### config.mk
export PLATFORM = sky130hd
export DESIGN_NAME = adc_trig_seq
export DESIGN_NICKNAME = d
export VERILOG_FILES = /design/src/rtl/adc_trig_pkg.sv /design/src/rtl/adc_pin_edge.sv /design/src/rtl/adc_dly_timer.sv /design/src/rtl/adc_seq_ctrl.sv /design/src/rtl/adc_trig_seq.sv
export SDC_FILE = /design/constraint.sdc
export NUM_CORES = 1
export LEC_CHECK = 0
export BUFFER_PORTS_ARGS = -buffer_cell sky130_fd_sc_hd__buf_2
export CAP_MARGIN = 30
export CORE_ASPECT_RATIO = 1.4
export CORE_MARGIN = 5
export CORE_UTILIZATION = 59
export DETAILED_ROUTE_END_ITERATION = 10
export GPL_TIMING_DRIVEN = 1
export PLACE_DENSITY_LB_ADDON = 0.3
export SLEW_MARGIN = 20
export SYNTH_ARGS = -nofsm -noshare
export SYNTH_HDL_FRONTEND = slang
export SYNTH_SLANG_ARGS = --single-unit
### constraint.sdc
create_clock -name clk -period 3.5 [get_ports clk]
set_input_delay 0.35 -clock clk [delete_from_list [all_inputs] [get_ports clk]]
set_output_delay 0.35 -clock clk [all_outputs]
set_load 0.05 [all_outputs]
### src/rtl/adc_trig_pkg.sv
package adc_trig_pkg;
  typedef enum logic [1:0] {
    ST_IDLE = 2'd0,
    ST_WAIT = 2'd1,
    ST_BUSY = 2'd2
  } seq_state_e;

  localparam logic [1:0] SEL_CTRL  = 2'd0;
  localparam logic [1:0] SEL_START = 2'd1;
  localparam logic [1:0] SEL_DELAY = 2'd2;

  localparam int CTRL_POL  = 0;
  localparam int CTRL_EXT  = 1;
  localparam int CTRL_AUTO = 2;
  localparam int CTRL_W    = 3;
endpackage

### src/rtl/adc_pin_edge.sv
module adc_pin_edge #(
  parameter int STAGES = 2
) (
  input  logic clk,
  input  logic rst,
  input  logic pin,
  input  logic falling,
  output logic hit
);
  logic [STAGES:0] shreg;
  logic            synced;
  logic            prev;

  always_ff @(posedge clk) begin
    if (rst) shreg <= '0;
    else     shreg <= {shreg[STAGES-1:0], pin};
  end

  assign synced = shreg[STAGES-1];
  assign prev   = shreg[STAGES];
  assign hit    = falling ? (prev & ~synced) : (synced & ~prev);

  // a level change yields one detect cycle unless polarity flips
  a_r4_single_hit: assert property (@(posedge clk) disable iff (rst)
    hit |=> (!hit || falling != $past(falling)));
endmodule

### src/rtl/adc_dly_timer.sv
module adc_dly_timer #(
  parameter int DIV_W = 2,
  parameter int CNT_W = 9
) (
  input  logic             clk,
  input  logic             rst,
  input  logic             load,
  input  logic [CNT_W-1:0] load_val,
  input  logic [DIV_W-1:0] div,
  input  logic             run,
  output logic             expire
);
  logic [DIV_W-1:0] pcnt;
  logic [CNT_W-1:0] cnt;
  logic             tick;

  assign tick   = (pcnt >= div);
  assign expire = run && tick && (cnt == CNT_W'(1));

  always_ff @(posedge clk) begin
    if (rst) begin
      pcnt <= '0;
      cnt  <= '0;
    end else if (load) begin
      pcnt <= '0;
      cnt  <= load_val;
    end else if (run) begin
      if (tick) begin
        pcnt <= '0;
        cnt  <= cnt - CNT_W'(1);
      end else begin
        pcnt <= pcnt + DIV_W'(1);
      end
    end
  end

  // while waiting, ticks remain to be counted
  a_r7_cnt_live: assert property (@(posedge clk) disable iff (rst)
    run |-> cnt != '0);
endmodule

### src/rtl/adc_seq_ctrl.sv
module adc_seq_ctrl
  import adc_trig_pkg::*;
(
  input  logic clk,
  input  logic rst,
  input  logic sw_start,
  input  logic ext_mode,
  input  logic auto_mode,
  input  logic edge_hit,
  input  logic dly_zero,
  input  logic expire,
  input  logic conv_done,
  output logic load,
  output logic run,
  output logic conv_start
);
  seq_state_e state;
  logic       armed;
  logic       trig;

  assign trig = (state == ST_IDLE) &&
                (ext_mode ? (edge_hit && (auto_mode || armed)) : sw_start);
  assign load = trig && !dly_zero;
  assign run  = (state == ST_WAIT);

  always_ff @(posedge clk) begin
    if (rst) begin
      state      <= ST_IDLE;
      armed      <= 1'b0;
      conv_start <= 1'b0;
    end else begin
      conv_start <= 1'b0;
      case (state)
        ST_IDLE: if (trig) begin
          if (dly_zero) begin
            conv_start <= 1'b1;
            state      <= ST_BUSY;
          end else begin
            state <= ST_WAIT;
          end
        end
        ST_WAIT: if (expire) begin
          conv_start <= 1'b1;
          state      <= ST_BUSY;
        end
        ST_BUSY: if (conv_done) state <= ST_IDLE;
        default: state <= ST_IDLE;
      endcase
      if (state == ST_BUSY && conv_done)       armed <= 1'b0;
      else if (sw_start && ext_mode && !auto_mode) armed <= 1'b1;
    end
  end

  // pulse is one cycle wide
  a_r8_one_cycle: assert property (@(posedge clk) disable iff (rst)
    conv_start |=> !conv_start);
  // a pulse always coincides with the busy state
  a_r8_busy_with_start: assert property (@(posedge clk) disable iff (rst)
    conv_start |-> state == ST_BUSY);
  // arming only comes from a start request in one-shot external mode
  a_r6_arm_source: assert property (@(posedge clk) disable iff (rst)
    $rose(armed) |-> $past(sw_start && ext_mode && !auto_mode));
  // disarming only on completion of a conversion
  a_r6_disarm_source: assert property (@(posedge clk) disable iff (rst)
    $fell(armed) |-> $past(state == ST_BUSY && conv_done));
endmodule

### src/rtl/adc_trig_seq.sv
module adc_trig_seq
  import adc_trig_pkg::*;
#(
  parameter int DATA_W      = 16,
  parameter int DIV_W       = 2,
  parameter int DLY_W       = 9,
  parameter int FINE_W      = 5,
  parameter int SYNC_STAGES = 2
) (
  input  logic              clk,
  input  logic              rst,
  input  logic              wr_en,
  input  logic [1:0]        wr_sel,
  input  logic [DATA_W-1:0] wr_data,
  input  logic              trig_pin,
  input  logic              conv_done,
  output logic              conv_start,
  output logic [FINE_W-1:0] fine_dly
);
  localparam int DLY_LSB  = FINE_W;
  localparam int DIV_LSB  = FINE_W + DLY_W;
  localparam int REG_USED = DIV_LSB + DIV_W;

  logic [CTRL_W-1:0]   ctrl_q;
  logic [REG_USED-1:0] dly_q;
  logic                sw_start;
  logic                edge_hit;
  logic                load;
  logic                run;
  logic                expire;
  logic [DLY_W-1:0]    dly_cnt;
  logic [DIV_W-1:0]    div;

  generate
    if (DATA_W > REG_USED) begin : g_spare
      logic unused_hi;
      assign unused_hi = ^wr_data[DATA_W-1:REG_USED];
    end
  endgenerate

  always_ff @(posedge clk) begin
    if (rst) begin
      ctrl_q <= '0;
      dly_q  <= '0;
    end else if (wr_en) begin
      if (wr_sel == SEL_CTRL)  ctrl_q <= wr_data[CTRL_W-1:0];
      if (wr_sel == SEL_DELAY) dly_q  <= wr_data[REG_USED-1:0];
    end
  end

  assign sw_start = wr_en && (wr_sel == SEL_START);
  assign dly_cnt  = dly_q[DLY_LSB +: DLY_W];
  assign div      = dly_q[DIV_LSB +: DIV_W];
  assign fine_dly = dly_q[FINE_W-1:0];

  adc_pin_edge #(.STAGES(SYNC_STAGES)) u_edge (
    .clk(clk), .rst(rst), .pin(trig_pin),
    .falling(ctrl_q[CTRL_POL]), .hit(edge_hit)
  );

  adc_dly_timer #(.DIV_W(DIV_W), .CNT_W(DLY_W)) u_timer (
    .clk(clk), .rst(rst), .load(load), .load_val(dly_cnt),
    .div(div), .run(run), .expire(expire)
  );

  adc_seq_ctrl u_ctrl (
    .clk(clk), .rst(rst), .sw_start(sw_start),
    .ext_mode(ctrl_q[CTRL_EXT]), .auto_mode(ctrl_q[CTRL_AUTO]),
    .edge_hit(edge_hit), .dly_zero(dly_cnt == '0), .expire(expire),
    .conv_done(conv_done), .load(load), .run(run), .conv_start(conv_start)
  );

  // fine field register comes out of reset cleared
  a_r1_fine_reset: assert property (@(posedge clk)
    rst |=> fine_dly == '0);
endmodule

After elaboration in Yosys (flattened, before gate mapping)

Cells that the tools add are included.

Reduce and logical (&&, ||, !) cells: 23
Equality and inequality tests: 8
Bitwise logic cells: 4
$lt $le $gt $ge: 1
Add/sub/neg operators: 2
Mux-type cells: 15

Operator list:

| operator                                            | count |
|---|---|
| 2-to-1 mux 9 bit                                    | 3 |
| 2-to-1 mux 2 bit                                    | 5 |
| equality test 9 x 1 -> 1 bit, second input constant | 1 |
| logical AND 1 bit                                   | 9 |
| logical NOT 9 bit                                   | 1 |
| subtractor 9 x 1 -> 9 bit, second input constant    | 1 |
| one-hot mux 2 bit (3 select lines)                  | 1 |
| AND reduction 2 bit                                 | 3 |
| 2-to-1 mux 1 bit                                    | 5 |
| equality test 2 x 1 -> 1 bit, second input constant | 2 |
| equality test 2 bit, second input constant          | 2 |
| logical NOT 2 bit                                   | 2 |
| != test 2 bit, second input constant                | 2 |
| nonzero test 2 bit                                  | 2 |
| OR reduction 2 bit                                  | 2 |
| AND reduction 3 bit                                 | 1 |
| adder 2 x 1 -> 2 bit, second input constant         | 1 |
| AND 1 bit                                           | 2 |
| >= comparator 2 bit                                 | 1 |
| logical NOT 1 bit                                   | 2 |
| != test 2 x 1 -> 1 bit, second input constant       | 1 |
| NOT 1 bit                                           | 2 |
| one-hot mux 1 bit (2 select lines)                  | 1 |
| logical OR 1 bit                                    | 1 |

Output and inout port bits: 6
Flip-flop bits (word level): 37
Logic and storage cells: 61

Logic depth before layout (Yosys ltp)

Word-level depth: 9
Gate-level depth with buffers: 8

Cells and area by module

From an unflattened synthesis, not the netlist that was laid out.

Cell total of the unflattened synthesis: 205
Area, all modules: 1916.8 sq um

Modules (own cells, without submodules):

| module        | cells an instance | area each (sq um) | sequential area each (sq um) | times used |
|---|---|---|---|---|
| adc_trig_seq  | 91                | 917.1             | 380.4                        | 1 |
| adc_dly_timer | 83                | 689.4             | 220.2                        | 1 |
| adc_seq_ctrl  | 22                | 209.0             | 80.1                         | 1 |
| adc_pin_edge  | 9                 | 101.3             | 60.1                         | 1 |

Worst setup path after synthesis

Ideal clock, no wire load.

Kind: register to register
From: register u_timer.pcnt[0]
To: register u_timer.cnt[0]
Stages on the path, launching flop included: 8
Path slack: 1642 ps
Arrival time: 1784 ps
Required time: 3426 ps
Path through: dfxtp_1 -> inv_1 -> ha_1 -> or3b_1 -> o211ai_4 -> clkbuf_1 -> o221ai_1 -> a31oi_1

Cells in the longest elaborated chain, start to end: 3

Ends and longest elaborated chain:

| item                                 | RTL line            | RTL |
|---|---|---|
| start, declared                      | adc_dly_timer.sv:13 | `logic [DIV_W-1:0] pcnt;` |
| start signal, assigned               | adc_dly_timer.sv:32 | `pcnt <= pcnt + DIV_W'(1);` |
| >= comparator 2 bit                  | adc_dly_timer.sv:17 | `assign tick = (pcnt >= div);` |
| nonzero test 2 bit (no source line)  | n/a                 |  |
| AND reduction 2 bit (no source line) | n/a                 |  |
| end signal, assigned                 | adc_dly_timer.sv:26 | `cnt <= load_val;` |
| end signal, assigned                 | adc_dly_timer.sv:30 | `cnt <= cnt - CNT_W'(1);` |
| end, declared                        | adc_dly_timer.sv:14 | `logic [CNT_W-1:0] cnt;` |

No other way between the ends.
A chain may end at the register's enable or synchronous reset.

Worst setup path after layout

From: register u_timer.pcnt[0]
To: register u_ctrl.state[1]

Cells in the longest elaborated chain, start to end: 5

Ends and longest elaborated chain:

| item                                 | RTL line            | RTL |
|---|---|---|
| >= comparator 2 bit                  | adc_dly_timer.sv:17 |  |
| logical AND 1 bit (2 in a row)       | adc_dly_timer.sv:18 | `assign expire = run && tick && (cnt == CNT_W'(1));` |
| != test 2 bit (no source line)       | n/a                 |  |
| AND reduction 3 bit (no source line) | n/a                 |  |
| end signal, assigned                 | adc_seq_ctrl.sv:28  | `state <= ST_IDLE;` |
| end signal, assigned                 | adc_seq_ctrl.sv:37  | `state <= ST_BUSY;` |
| end signal, assigned                 | adc_seq_ctrl.sv:39  | `state <= ST_WAIT;` |
| end, declared                        | adc_seq_ctrl.sv:17  | `seq_state_e state;` |

No other way between the ends.

==> metrics.md <==
| Metric | Value |
|---|---|
| Result of the run | finished, final reports clean |
| Static power due to leakage | 0.7639 nW |
| Count of final hold-check violations | 0 |
| Post-Syn Nets | 231 |
| Crit end category | flip-flop |
| Ordered cell list for the critical path | inv_1 -> ha_1 -> or3b_1 -> o211ai_4 -> or4_1 -> a21boi_1 -> a21oi_1 |
| Share of total power in sequential cells | 0.509 |
| Final-report setup violation count | 0 |
| Total routing resource utilization after global routing | 0.1905 |
| Critical path data required time | between 3000 and 4000 ps |
| Adder and majority gate portion of the synthesized area | 0.02884 |
| Cts hold-fix bufs | 0 |
| RePlAce Congestion | between 0.8 and 0.9 |
| First-pass iteration count of the detailed router | 4 |
| Internal Power | between 0.6 and 0.7 mW |
| Grt total ovfl | 0 |
| Multi-input gate area | 893.4 um^2 |
| Standard cell area after detailed placement | 0.001843 mm^2 |
| Hold Crit Class | in -> reg |
| Synthesized area per cell | ~8.5 um^2 |
| Area delta synth->final | 12.47% |
| Final min period | around 2000 ps |
| Cell variety after synth | 46 |
| Post-DR wirelength/cell | 13.87 um |
| Most common cell after layout, fill and taps aside | dfxtp_1 |
| Post-synthesis share of cell area spent on xor and xnor gates | 0.02523 |
| Number of cells after detailed placement | approximately 260 |
| Die Y-Extent | 74.17 um |
| Portion of the post-synthesis area used by sequential elements | 0.4268 |
| Dominant combinational cell family by area after synthesis | simple AND/OR/NAND/NOR gates |
| Relative slew slack | 0.5546 |
| Unrepaired setup endpoints after global routing | no |
| Clock transition at the registers of the reported paths | 70 ps |
| Sequential Area | 740.7 um^2 |
| Worst slew pin tran | 668.1 ps |
| Synth Cell Area | 0.001735 mm^2 |
| Area of the placeable core | 0.002849 mm^2 |
| Post-layout nets | 253 |
| Die boundary width | around 56 um |
| Top-level port count | 29 |
| CTS sink cnt | 37 |
| Number of fill cells | 249 |
| Final setup slack of the worst path | between 1000 and 1500 ps |
| Net Switching | 0.2202 mW |
| CTS tree | built |
| Mux contribution to synthesized area | 0.01730 |
| Average vias per placed instance | between 5 and 6 |
| Placement Rows | 23 |
| Estimated wirelength of the detail-placed design | 2701 um |
| Clock insertion delay at the later pin of the skew report | 280 ps |
| Number of standard cells in the layout, taps in and fillers out | 264 |
| Ys flop type | dfxtp_1 |
| Total length of routed wires | 3662 um |
| Critical path start-end classification | reg -> reg |
| Initial DRC count | 48 |
| Power, Total | 0.8884 mW |
| Longest Clk Path Bufs | 2 |
| Number of clock buffers inserted by TritonCTS | 5 |
| Slowest-stage cell, CP | or3b_1 |
| Share of total power in combinational logic | 0.138 |
| Part of the total power dissipated in the clock network | 0.353 |
| Fraction of the cycle the final worst path needs | 0.5729 |
| Delay of the slowest cell on the worst path | 410 ps |
| Arrival time at the worst endpoint | 2140 ps |
| Number of violations of the max-capacitance limit | 0 |
| Compound-Gate Fraction of Synth Area | 0.1774 |
| Fraction of layout instances using a drive strength above 1 | 0.2070 |
| Antenna Cells | 0 |
| Count of flip-flops with a built-in enable after synthesis | 0 |
| Root buffer selected by CTS | clkbuf_8 |
| H-tree levels | 2 |
| Final Max Slew Viols | 0 |
| Count of yosys warnings during synthesis | 0 |
| Starting density of the core | 0.6091 |
| Global-route wire length before repair | between 6000 and 7000 um |
| Pre-CTS worst setup slack | 1499 ps |
| Type of origin of the critical path | flip-flop |
| Post-route design area | just under 0.002 mm^2 |
| Number of synthesized register bits | 37 |
| Max Clock Freq | approximately 500 MHz |
| Post-cts sizing count | 0 |
| Top library cells by usage in the layout, fill and taps aside | dfxtp_1 (37), nand2_1 (36), a21oi_1 (30) |
| Count of input and output buffers | 28 |
| Number of design rule violations left after detail routing | 0 |
| P per Cell Area | 455.1 mW/mm^2 |
| Async set-or-reset flop fraction in the synthesized netlist | 0 |
| Vias in the first global route | 1515 |
| Initial antenna violation count | 0 |
| Setup Total Neg Slack | 0 ps |
| Number of standard cells after synthesis | 204 |
| Simple logic cell fraction of the synthesized area | 0.2660 |
| Pin count of the biggest net entering global routing | 38 |
| Remaining antenna violation count | 0 |
| Peak supply drop | 0.3071 mV |
| Total Die Area | 0.004141 mm^2 |
| Max Fanout on Critical Path | 19 |
| Skew final | 5.425 ps |
| Post-CTS setup buffer count | 0 |
| Total via count in the routed design | 1515 |
| Share of total power consumed by net switching | 0.2479 |
==> layout make-up <==
| class | instances | share of cell area |
|---|---|---|
| Timing Repair Buffer | 29 | 0.07564 |
| Clock buffer | 7 | 0.04936 |
| Clock inverter | 1 | 0.002564 |
| Sequential cell | 37 | 0.3795 |
| Inverter | 6 | 0.01154 |
| Multi-Input combinational cell | 147 | 0.4577 |
| Tap cell | 37 | 0.02372 |
==> per-layer routing <==
layer / track usage / routed length (um)
met1: 0.1871 / 1368
met2: 0.3658 / 1982
met3: 0.04861 / 226
met4: 0.1055 / 85
met5: 0 / 0
==> metrics by stage <==
step | hold WS (ps) | utilization
after detailed placement | 436.2 | 0.6469
after floorplan | 413.8 | -
after global placement | 419.4 | 0.6469
after global routing | 275.3 | 0.6851
final | 276.2 | 0.6851
after CTS | 275.3 | 0.6825
==> final timing paths <==
check | from | to | slack (ps) | cells past startpoint
worst max-delay path | u_timer.pcnt[0]$_SDFFE_PP0N_ | u_ctrl.state[1]$_SDFFE_PP0P_ | 1500 | 7
worst min-delay path | trig_pin | u_edge.shreg[0]$_SDFF_PP0_ | 280 | 2
worst max register to register | u_timer.pcnt[0]$_SDFFE_PP0N_ | u_ctrl.state[1]$_SDFFE_PP0P_ | 1500 | 7
worst min register to register | u_edge.shreg[0]$_SDFF_PP0_ | u_edge.shreg[1]$_SDFF_PP0_ | 450 | 1
==> cell usage after synthesis, types with 2 or more instances <==
master / n / area (um^2)
a21oi_1: 30 / 150.1
a2bb2oi_1: 2 / 17.52
buf_4: 5 / 37.54
clkbuf_1: 8 / 30.03
dfxtp_1: 37 / 740.7
ha_1: 4 / 50.05
inv_1: 6 / 22.52
mux2i_1: 3 / 30.03
nand2_1: 36 / 135.1
nand2b_1: 2 / 12.51
nand3_1: 6 / 30.03
nand3b_1: 3 / 22.52
nor2_1: 14 / 52.55
nor2b_1: 3 / 18.77
nor3_1: 3 / 15.01
nor3_2: 2 / 20.02
nor3b_1: 3 / 22.52
or2_2: 2 / 12.51
or3_1: 2 / 12.51
or3b_1: 2 / 17.52
or4_1: 3 / 22.52
xnor2_1: 4 / 35.03
==> power groups by stage <==
stage                     combinational, mW  clock [mW]  sequential (mW)
after floorplan                      0.0930           0            0.459
after global placement                0.115           0            0.460
after detailed placement              0.120           0            0.461
after CTS                             0.122       0.320            0.452
after global routing                  0.135       0.342            0.454
final                                 0.122       0.313            0.453
==> state kept, by name, indices dropped and copies added (netlist names) <==
name               count
u_edge.shreg           3
u_ctrl.state           2
dly_q                 16
u_timer.pcnt           2
u_timer.cnt            9
u_ctrl.armed           1
u_ctrl.conv_start      1
ctrl_q                 3
==> cell families (layout without fill, tap and decap cells) <==
kind of cell    after synthesis  after routing
mux                           3              3
buf+inv                      20             43
flops                        37             37
compound gates               47             47
xor+xnor                      5              5
fa+ha+maj                     4              4
simple gates                 88             88
==> critical path, delay by kind of cell (launching register included) <==
kind	cells	cell delay, ps
and+or+nand+nor	2	630
AOI/OAI and AO/OA	3	560
DFF	1	360
adders and majority gates	1	260
buffers and inverters	1	60
Note: power is estimated with default switching activity, not from simulation.
